`src/rtl/swirq_regs.sv`:
```
module swirq_regs #(
  parameter int          ADDR_W    = 16,
  parameter int          DATA_W    = 8,
  parameter logic [15:0] STAT_ADDR = 16'h1001,
  parameter logic [15:0] STRB_ADDR = 16'h1000
) (
  input  logic              clk,
  input  logic              rst_n,
  input  logic [ADDR_W-1:0] loc_addr,
  input  logic [DATA_W-1:0] loc_wdata,
  input  logic              loc_we,
  input  logic              loc_re,
  output logic [DATA_W-1:0] loc_rdata,
  input  logic [ADDR_W-1:0] ext_addr,
  input  logic [DATA_W-1:0] ext_wdata,
  input  logic              ext_we,
  input  logic              ext_re,
  output logic [DATA_W-1:0] ext_rdata,
  output logic              irq0,
  output logic              irq1
);
  localparam int NF = DATA_W / 2;

  logic [NF-1:0] en_q, fl_q, en_d, fl_d;
  logic [NF-1:0] set_v, clr_v;
  logic          loc_st_wr, loc_sb_wr, ext_st_wr, ext_sb_wr;
  logic [DATA_W-1:0] stat_word;

  assign loc_st_wr = loc_we && (loc_addr == STAT_ADDR[ADDR_W-1:0]);
  assign loc_sb_wr = loc_we && (loc_addr == STRB_ADDR[ADDR_W-1:0]);
  assign ext_st_wr = ext_we && (ext_addr == STAT_ADDR[ADDR_W-1:0]);
  assign ext_sb_wr = ext_we && (ext_addr == STRB_ADDR[ADDR_W-1:0]);

  assign set_v = (loc_sb_wr ? loc_wdata[DATA_W-1:NF] : '0)
               | (ext_sb_wr ? ext_wdata[DATA_W-1:NF] : '0);
  assign clr_v = (loc_sb_wr ? loc_wdata[NF-1:0] : '0)
               | (ext_sb_wr ? ext_wdata[NF-1:0] : '0);

  assign fl_d = (fl_q & ~clr_v) | set_v;
  assign en_d = loc_st_wr ? loc_wdata[DATA_W-1:NF]
              : ext_st_wr ? ext_wdata[DATA_W-1:NF]
              : en_q;

  assign stat_word = {en_q, fl_q};

  always_ff @(posedge clk) begin
    if (!rst_n) begin
      en_q <= '0;
      fl_q <= '0;
      irq0 <= 1'b0;
      irq1 <= 1'b0;
    end else begin
      en_q <= en_d;
      fl_q <= fl_d;
      irq1 <= (en_d[3] & fl_d[3]) | (en_d[1] & fl_d[1]);
      irq0 <= (en_d[2] & fl_d[2]) | (en_d[0] & fl_d[0]);
    end
  end

  always_ff @(posedge clk) begin
    if (!rst_n) begin
      loc_rdata <= '0;
      ext_rdata <= '0;
    end else begin
      if (loc_re)
        loc_rdata <= (loc_addr == STAT_ADDR[ADDR_W-1:0]) ? stat_word : '0;
      if (ext_re)
        ext_rdata <= (ext_addr == STAT_ADDR[ADDR_W-1:0]) ? stat_word : '0;
    end
  end
endmodule


```
`config.mk`:
```
export PLATFORM = sky130hd
export DESIGN_NAME = swirq_regs
export DESIGN_NICKNAME = d
export VERILOG_FILES = /design/src/rtl/swirq_regs.sv
export SDC_FILE = /design/constraint.sdc
export NUM_CORES = 1
export LEC_CHECK = 0
export BUFFER_PORTS_ARGS = -buffer_cell sky130_fd_sc_hd__buf_2
export CAP_MARGIN = 20
export CORE_UTILIZATION = 43
export CTS_BUF_LIST = sky130_fd_sc_hd__clkbuf_16
export CTS_CLUSTER_SIZE = 28
export DETAILED_ROUTE_END_ITERATION = 8
export PLACE_DENSITY = 0.79
export SLEW_MARGIN = 10
export SYNTH_ARGS = -nofsm -noshare
export SYNTH_HDL_FRONTEND = slang
export SYNTH_SLANG_ARGS = --single-unit
```
`constraint.sdc`:
```
create_clock -name clk -period 1.54 [get_ports clk]
set_clock_uncertainty 0.05 [all_clocks]
set_input_delay 0.077 -clock clk [delete_from_list [all_inputs] [get_ports clk]]
set_output_delay 0.077 -clock clk [all_outputs]
set_load 0.01 [all_outputs]
```
==> results.md, run 1 <==
- Clock Root Buffer: clkbuf_16
- CTS hold repair buffers: 0
- Diode count: 0
- Ports: 72
- Routed via count: around 1,300
- Layout cells sized above 1: 0.4167
- CTS max path bufs: 2
- RSZ-0062 raised after global routing: no
- LEAKAGE: approximately 0.00081 uW
- CP bufs+invs: 1
- Nets: roughly 270
- Seq cells post-synth: 26
- IO buf count: 71
- DP Area: between 0.0015 and 0.002 mm^2
- Post-DR vias/cell: about 5.3
- DP Cell Count: about 240
- Max VDD drop: just under 800 uV
- Post-CTS sizing: 0
- Endpoints failing hold: 0
- Mux contribution to synthesized area: 0
- Initial antenna violation count: 0
- Chip width: between 50 and 60 um
- Final ANT Viol Nets: 0
- First-pass GRT wire length: about 5400 um
- Row cnt: 19
- Setup slack, reg-to-reg: 0.51 ns
- Critical Path Fanout Max: 6
- P&R area growth vs syn: 39.30%
- Fin cells: 247
- Die Area: 0.003129 mm^2
- Largest net degree at the start of global routing: 25
- Worst-Skew Late Latency: ~0.25 ns
- Synth Area in Adders: 0
- Die H: between 50 and 60 um
- Final min period: ~1.4 ns
- FF-to-FF path depth: 4
- Max_slew headroom: 0.7825
- Largest family of logic cells by synthesized area: simple AND/OR/NAND/NOR gates
- Crit path max-delay family: simple AND/OR/NAND/NOR gates
- Pins Over Slew Limit: 0
- Clock transition at the registers of the reported paths: about 0.06 ns
- Num CTS Buffers: 3
- Crit path depth: 7
- Cell area after layout: ~0.0017 mm^2
- CP startpoint kind: input port
- Max Cap Violations: 0
- Gr usage total: 0.2213
- H-Tree Depth: 1
- Post-synth EDFFs: 0
- Final setup violation count: 0
- Tcrit/Tclk final: 0.9214
- Post-synth ARST share: 0
- CP max stage cell: nor4_2
- Yosys warns: 0
- Vias in the first global route: ~1,200
- Max Clock Freq: between 700 and 800 MHz
- R2R Path Start: fl_q[0]
- Synth Area in Simple Gates: 0.3500
- Post-Synth XOR/XNOR Area: 0
- Gpl congestion: 0.8421
- Worst slew pin tran: roughly 0.33 ns
- Core Area: approximately 0.0028 mm^2
- Pwr per Cell Area: 772.0 mW/mm^2
- Initial DRC Count: 17
- Top post-synthesis cells by area: dfxtp_1 (42%), nor2b_1 (18%), a21oi_1 (7.6%)
- Dpl hpwl: approximately 2600 um
- Hold WC Path Type: input port to flip-flop
- Synth Area in Compound Gates: 0.1970
- Remaining Overflow, GRT: 0
- Cells after synthesis: 141
- Crit path arrival time: ~1.5 ns
- Crit-path cells: buf_2 > nor4_2 > and4_1 > and3b_1 > a21oi_1 > a221oi_2 > o22ai_1
- Mean post-synth cell area: between 8 and 9 um^2
- Starting Density: 0.4537
- CP max stage delay: just over 0.3 ns
- Post-route setup TNS: 0 ns
- Synth top area share: 0.4160
- Main flop type after synthesis: dfxtp_1
- Final WL: around 3300 um
- Status: finished, final reports clean
- 1st-pass router iterations: 4
- Largest area contributor in the netlist: dfxtp_1
- CP Class: input port to flip-flop
- CTS sink cnt: 26
- FF-to-FF End: irq0
- CP endpoint: irq1
- Design Power: between 1000 and 1500 uW
- Drt wl/cell: about 13 um
- Residual DRC: 0
- CP endpoint kind: flip-flop
- Synthesized area: 0.001251 mm^2
- TritonCTS clock tree: done
- Required time worst endpoint: 1.63 ns
- Yosys cell types: 27
- Critical Path Source: loc_addr[6]
- Setup bufs post-CTS: 0
- Finished Core Util: 0.6320
- Syn Nets: about 200
- Seq/Total Area, Yosys: 0.4160
==> stage by stage <==
step	hold slack [ns]	setup slack [ns]
4_1_cts	0.06426	0.1210
3_5_place_dp	0.3253	-0.1453
2_1_floorplan	0.1889	0.1518
5_1_grt	0.08821	0.00003064
6_report	0.06565	0.1210
3_3_place_gp	0.3303	-0.07158
==> how the worst min path moves through the flow <==
stage,startpoint,end,slack [ns],depth (start not counted)
finish,ext_wdata[4],fl_q[0],0.07,3
global route,loc_wdata[6],fl_q[2],0.09,3
CTS,ext_wdata[4],fl_q[0],0.06,3
detailed placement,ext_wdata[4],fl_q[0],0.33,3
global placement,loc_wdata[4],fl_q[0],0.33,3
floorplan,rst_n,en_q[1],0.19,2
==> routing by layer <==
metal  vias to the layer above  global-route usage  part of all wire
met5                         -                   0                 0
met4                         0              0.1045             0.022
met3                         8             0.03488             0.059
met2                        55              0.3528              0.47
met1                       574              0.2939              0.45
li1                        663                   -                 -
==> power by group <==
| group | internal, uW | leakage, uW | total, uW | switching [uW] |
|---|---|---|---|---|
| clock | 346 | 0.0000385 | 555 | 208 |
| combinational | 62.8 | 0.000558 | 119 | 55.8 |
| sequential | 672 | 0.000209 | 672 | 0.00432 |
==> area by class of cell <==
class,count,area [um^2]
repair buffers,76,392.9
inverters,4,15.01
multi-input cells,106,696.9
flip-flops and latches,26,520.5
clock inverters,1,3.754
fillers,252,1015
clock buffers,3,75.07
well taps,31,38.79
==> synth_stat cells (3+ instances only) <==
cell type / count
nand2_1: 5
inv_1: 4
a21oi_1: 19
nor2b_1: 36
a221oi_2: 4
dfxtp_1: 26
o211ai_1: 4
o21ai_0: 8
nand3_1: 5
nand4_1: 5
nor4_1: 3
==> layout by cell type (no fill, tap or decap), types with 3 or more instances in the layout <==
master      n
inv_1       4
nand2_1     5
a221oi_2    4
nand3_1     5
dfxtp_1    26
o211ai_1    4
nor2b_1    36
nor4_2      4
o21ai_0     8
a21oi_1    19
clkbuf_16   3
buf_2      71
buf_4       5
nand4_1     5
==> registers in the layout, indices dropped and copies added (netlist names) <==
| register | cells |
|---|---|
| fl_q | 4 |
| irq0 | 1 |
| irq1 | 1 |
| loc_rdata | 8 |
| en_q | 4 |
| ext_rdata | 8 |
==> tightest hold or removal path, delay by kind of cell <==
kind            cells  cell delay (ns)
compound gates      1             0.07
buf+inv             1             0.09
simple gates        1             0.09
==> logic make-up (layout without fill, tap and decap cells) <==
| kind of cell | after synthesis | after routing |
|---|---|---|
| simple gates | 68 | 68 |
| compound gates | 38 | 38 |
| flops | 26 | 26 |
| buf+inv | 9 | 84 |
No activity file was read; power rests on OpenSTA's default activity.
==> run 2, diff against run 1 <==
--- a/config.mk
+++ b/config.mk
@@ -7,6 +7,8 @@
 export LEC_CHECK = 0
 export BUFFER_PORTS_ARGS = -buffer_cell sky130_fd_sc_hd__buf_2
 export CAP_MARGIN = 20
+export CORE_ASPECT_RATIO = 1.4
+export CORE_MARGIN = 2
 export CORE_UTILIZATION = 43
 export CTS_BUF_LIST = sky130_fd_sc_hd__clkbuf_16
 export CTS_CLUSTER_SIZE = 28
==> results.md, run 2 (same netlist as run 1, synthesis figures left out) <==
- Nets: 271 (unchanged)
- Setup bufs post-CTS: 0 (unchanged)
- CP max stage delay: 0.32 ns (about the same)
- Remaining Overflow, GRT: 0 (unchanged)
- Initial DRC Count: 20 (+3)
- Die Area: 0.003363 mm^2 (+7.5%)
- FF-to-FF End: irq1
- Gpl congestion: 0.8642 (+2.6%)
- Diode count: 0 (unchanged)
- Required time worst endpoint: 1.62 ns (about the same)
- Dpl hpwl: 2745 um (+3.9%)
- Ports: 72 (unchanged)
- Clock transition at the registers of the reported paths: 0.06 ns (about the same)
- Gr usage total: 0.2163 (-0.005041)
- Row cnt: 23 (+4)
- First-pass GRT wire length: 5733 um (+6.3%)
- Vias in the first global route: 1,338 (+9.8%)
- Residual DRC: 0 (unchanged)
- P&R area growth vs syn: 39.70%
- Pins Over Slew Limit: 0 (unchanged)
- Final WL: 3486 um (+5.1%)
- Top flop regs: ext_rdata (8), loc_rdata (8)
- DP Cell Count: 249 (+2.5%)
- Setup slack, reg-to-reg: 0.51 ns (about the same)
- Worst-Skew Late Latency: 0.25 ns (about the same)
- Fin cells: 252 (+2.0%)
- Pwr per Cell Area: 764.6 mW/mm^2 (-0.96%)
- CP endpoint kind: flip-flop
- Layout cells sized above 1: 0.4233 (+0.006589)
- Routed via count: 1,327 (+2.1%)
- Initial antenna violation count: 0 (unchanged)
- Endpoints failing hold: 0 (unchanged)
- IO buf count: 71 (unchanged)
- Crit path arrival time: 1.50 ns (about the same)
- Max_slew headroom: 0.7704 (-0.01217)
- Final ANT Viol Nets: 0 (unchanged)
- Status: finished, final reports clean
- Post-DR vias/cell: 5.266 (about the same)
- CTS max path bufs: 2 (unchanged)
- Starting Density: 0.4437 (-0.01006)
- Chip width: 49.59 um (-11%)
- Max Cap Violations: 0 (unchanged)
- Max VDD drop: 409.1 uV (-47%)
- CTS hold repair buffers: 0 (unchanged)
- Num CTS Buffers: 3 (unchanged)
- Crit-path cells: buf_2 > nor4b_1 > and4_1 > and3b_2 > a21oi_1 > a221oi_2 > o22ai_1
- CP max stage cell: nor4b_1
- Max Clock Freq: 704.9 MHz (about the same)
- Core Area: 0.002820 mm^2 (+2.3%)
- CTS sink cnt: 26 (unchanged)
- Finished Core Util: 0.6198 (-0.01225)
- Commonest non-fill, non-tap cell in the layout: buf_2
- R2R Path Start: en_q[1]
- Final setup violation count: 0 (unchanged)
- CP Class: input port to flip-flop
- Die H: 67.83 um (+21%)
- Tcrit/Tclk final: 0.9212 (about the same)
- Hold path cells: 3 (unchanged)
- Most frequent cells in the layout: buf_2 (71), nor2b_1 (36), dfxtp_1 (26)
- Hold Startpoint: loc_wdata[4]
- H-Tree Depth: 1 (unchanged)
- TritonCTS clock tree: done
- FF-to-FF path depth: 4 (unchanged)
- Worst slew pin tran: 0.3445 ns (+0.01825 ns)
- Hold WC Path Type: input port to flip-flop
- Design Power: 1337 uW (-0.67%)
- CP startpoint kind: input port
- 1st-pass router iterations: 4 (unchanged)
- Hold EP: fl_q[0]
- Critical Path Fanout Max: 7 (+1)
- Final min period: 1.419 ns (-0.0003300 ns)
- Clock Root Buffer: clkbuf_16
- Largest net degree at the start of global routing: 25 (unchanged)
- LEAKAGE: 0.0008028 uW (-0.35%)
- Filler Cells Inserted: 281 (+12%)
- Drt wl/cell: 13.83 um (+3.0%)
## run 2: changes by cell type in the layout (fill, tap and decap cells not counted), sizes merged
cell / before / now
clkinv: 1 / 0
## run 2: repair_timing
item	CTS	global route
resized for setup	0	3
setup endpoints to repair	0	6
endpoints found under the hold margin	0	0
## run 2: where the power goes
part / switching (uW) / internal (uW) / leakage (uW) / total (uW)
Sequential: 0.00412 / 672 / 0.000209 / 672
Combinational: 55.7 / 64.3 / 0.000557 / 120
Clock: 201 / 343 / 0.0000370 / 544
Total: 257 / 1080 / 0.000803 / 1340
## run 2: layer usage
metal | wire length [um] | up-vias | track usage
met5 | 0 | - | 0
met4 | 25 | 0 | 0.06944
met3 | 162 | 2 | 0.02183
met2 | 1865 | 49 | 0.4267
met1 | 1432 | 613 | 0.2408
li1 | - | 663 | -
## run 2: critical path, delay by kind of cell
| family | cells | cell delay (ns) |
|---|---|---|
| AND/OR/NAND/NOR | 3 | 0.87 |
| buffers and inverters | 1 | 0.10 |
| AO/OA/AOI/OAI | 3 | 0.45 |
## run 2: layout make-up
cell class / instances / area [um^2] / area share
multi-input combinational: 106 / 698.2 / 0.3994
timing repair buffer: 76 / 392.9 / 0.2248
sequential: 26 / 520.5 / 0.2978
tap: 37 / 46.29 / 0.02649
inverter: 4 / 15.01 / 0.008590
clock buffer: 3 / 75.07 / 0.04295
## run 2: how the worst max path moves through the flow
stage,from,to,depth (start not counted)
after global routing,loc_addr[15],irq0,7
after detailed placement,loc_addr[15],irq1,7
final,loc_addr[15],irq1,7
after floorplan,loc_addr[6],irq0,7
after CTS,loc_addr[15],irq1,7
after global placement,loc_addr[6],irq1,7
## run 2: through the flow
stage	setup slack, ns	setup TNS [ns]	hold WS (ns)	instance area [um^2]
3_5_place_dp	-0.2199	-1.066	0.3213	1659
5_1_grt	-0.004034	-0.004034	0.08167	1748
6_report	0.1214	0	0.05953	1748
2_1_floorplan	0.1518	0	0.1889	1251
3_3_place_gp	-0.1405	-0.6631	0.3245	1659
4_1_cts	0.04422	0	0.06543	1734
==> run 3, diff against run 2 <==
==> constraint.sdc (replaced) <==
create_clock -name clk -period 1.8 [get_ports clk]
set_clock_uncertainty 0.05 [all_clocks]
set_input_delay 0.09 -clock clk [delete_from_list [all_inputs] [get_ports clk]]
set_output_delay 0.09 -clock clk [all_outputs]
set_load 0.01 [all_outputs]
==> results.md, run 3 (same netlist as run 1, synthesis figures left out) <==
- Status: finished, final reports clean
- Initial antenna violation count: 0 (unchanged)
- Diode count: 0 (unchanged)
- Starting Density: 0.4437 (unchanged)
- CP endpoint kind: flip-flop
- Dpl ws: 0.03384 ns (+0.2537 ns)
- Crit path arrival time: 1.59 ns (+0.09 ns)
- Clock Root Buffer: clkbuf_16
- Commonest non-fill, non-tap cell in the layout: buf_2
- CP max stage delay: 0.36 ns (+0.04 ns)
- Critical Path Source: loc_addr[6]
- Pins Over Slew Limit: 0 (unchanged)
- Fin cells: 248 (-1.6%)
- CTS hold repair buffers: 0 (unchanged)
- Chip width: 49.59 um (unchanged)
- R2R Path Start: fl_q[3]
- CTS max path bufs: 2 (unchanged)
- Num CTS Buffers: 3 (unchanged)
- Filler Cells Inserted: 284 (+1.1%)
- CP Class: input port to flip-flop
- Gpl congestion: 0.8519 (-1.4%)
- FF-to-FF End: irq1
- Max VDD drop: 369.8 uV (-9.6%)
- TritonCTS clock tree: done
- Hold WC Path Type: input port to flip-flop
- Post-route setup TNS: 0 ns (unchanged)
- Cell area after layout: 0.001704 mm^2 (-2.5%)
- Pwr per Cell Area: 668.6 mW/mm^2 (-13%)
- FF-to-FF path depth: 4 (unchanged)
- Final WS setup: 0.2851 ns (+0.1638 ns)
- Final ANT Viol Nets: 0 (unchanged)
- Clock transition at the registers of the reported paths: 0.06 ns (about the same)
- CP max stage cell: and3b_1
- CTS sink cnt: 26 (unchanged)
- Setup bufs post-CTS: 0 (unchanged)
- First-pass GRT wire length: 5271 um (-8.1%)
- Ports: 72 (unchanged)
- Gr usage total: 0.1980 (-0.01822)
- DP Cell Count: 245 (-1.6%)
- Crit-path cells: buf_2 > nor4_2 > and4_1 > and3b_1 > a21oi_1 > a221oi_2 > o22ai_1
- Crit path max-delay family: simple AND/OR/NAND/NOR gates
- Top flop regs: ext_rdata (8), loc_rdata (8)
- Max_slew headroom: 0.7625 (-0.007871)
- Nets: 267 (-1.5%)
- Remaining Overflow, GRT: 0 (unchanged)
- Layout cells sized above 1: 0.3981 (-0.02515)
- H-Tree Depth: 1 (unchanged)
- Die H: 67.83 um (unchanged)
- Max Cap Violations: 0 (unchanged)
- P&R area growth vs syn: 36.20%
- Worst slew pin tran: 0.3530 ns (+0.008551 ns)
- CP endpoint: irq1
- Post-DR vias/cell: 5.210 (-1.1%)
- DP Area: 0.001629 mm^2 (-1.8%)
- Most frequent cells in the layout: buf_2 (71), nor2b_1 (36), dfxtp_1 (26)
- Required time worst endpoint: 1.88 ns (+0.26 ns)
- Design Power: 1139 uW (-15%)
- Initial DRC Count: 46 (+130%)
- Setup slack, reg-to-reg: 0.78 ns (+0.27 ns)
- Max Clock Freq: roughly 660 MHz
- Drt wl/cell: 13.05 um (-5.7%)
- CP startpoint kind: input port
- Final min period: between 1.5 and 2 ns
- Vias in the first global route: 1,277 (-4.6%)
- Final setup violation count: 0 (unchanged)
- Tcrit/Tclk final: 0.8416
- Critical Path Fanout Max: 7 (unchanged)
- Residual DRC: 0 (unchanged)
- Post-CTS sizing: 0 (unchanged)
- Dpl hpwl: 2575 um (-6.2%)
- Crit path depth: 7 (unchanged)
- CP bufs+invs: 1 (unchanged)
- LEAKAGE: 0.0007826 uW (-2.5%)
- Worst-Skew Late Latency: 0.25 ns (about the same)
- Die Area: 0.003363 mm^2 (unchanged)
- Final WL: 3236 um (-7.2%)
- Routed via count: 1,292 (-2.6%)
- Row cnt: 23 (unchanged)
- IO buf count: 71 (unchanged)
- Largest net degree at the start of global routing: 25 (unchanged)
- RSZ-0062 raised after global routing: no
- 1st-pass router iterations: 4 (unchanged)
- Core Area: 0.002820 mm^2 (unchanged)
- Endpoints failing hold: 0 (unchanged)
run 3: cell types whose count changed in the layout (fill, tap and decap cells not counted):
cell,previous run,this run
nor4_2,4,2
buf_4,5,1
and3b_1,0,1
and3b_2,1,0
nor4_1,1,3
run 3: worst min-delay path by stage:
stage | from | endpoint | slack [ns] | depth (start not counted)
after CTS | loc_wdata[4] | fl_q[0] | 0.09 | 3
final | ext_wdata[4] | fl_q[0] | 0.09 | 3
after floorplan | rst_n | en_q[1] | 0.20 | 2
after global placement | loc_wdata[6] | fl_q[2] | 0.34 | 3
after detailed placement | loc_wdata[4] | fl_q[0] | 0.35 | 3
after global routing | loc_wdata[6] | fl_q[2] | 0.11 | 3
run 3: metrics by stage:
stage | hold WS [ns] | utilization
after floorplan | 0.2019 | -
after global placement | 0.3391 | 0.5776
after detailed placement | 0.3502 | 0.5776
after CTS | 0.09070 | 0.6043
after global routing | 0.1095 | 0.6043
final | 0.08921 | 0.6043
run 3: layout make-up:
type                       count  area [um^2]  area share
clock buffer                   3        75.07     0.04405
inverter                       4        15.01    0.008811
multi-input combinational    106        684.4      0.4016
sequential                    26        520.5      0.3054
tap                           37        46.29     0.02717
timing repair buffer          72        362.8      0.2129
run 3: per-layer routing:
metal	GRT usage	vias up	share of wire	wire length (um)
li1	-	654	-	-
met4	0.07639	0	0.013	42
met1	0.2286	576	0.41	1327
met3	0.02183	6	0.066	215
met2	0.3733	56	0.51	1650
met5	0	-	0	0
run 3: worst min-delay path: stages:
cell and delay (ns):
buf_2 0.10, a221oi_2 0.06, nor2b_1 0.10
run 3: where the power goes:
part / internal [uW] / total, uW / switching, uW
clock: 293 / 466 / 172
sequential: 575 / 575 / 0.00354
combinational: 53.0 / 98.4 / 45.4
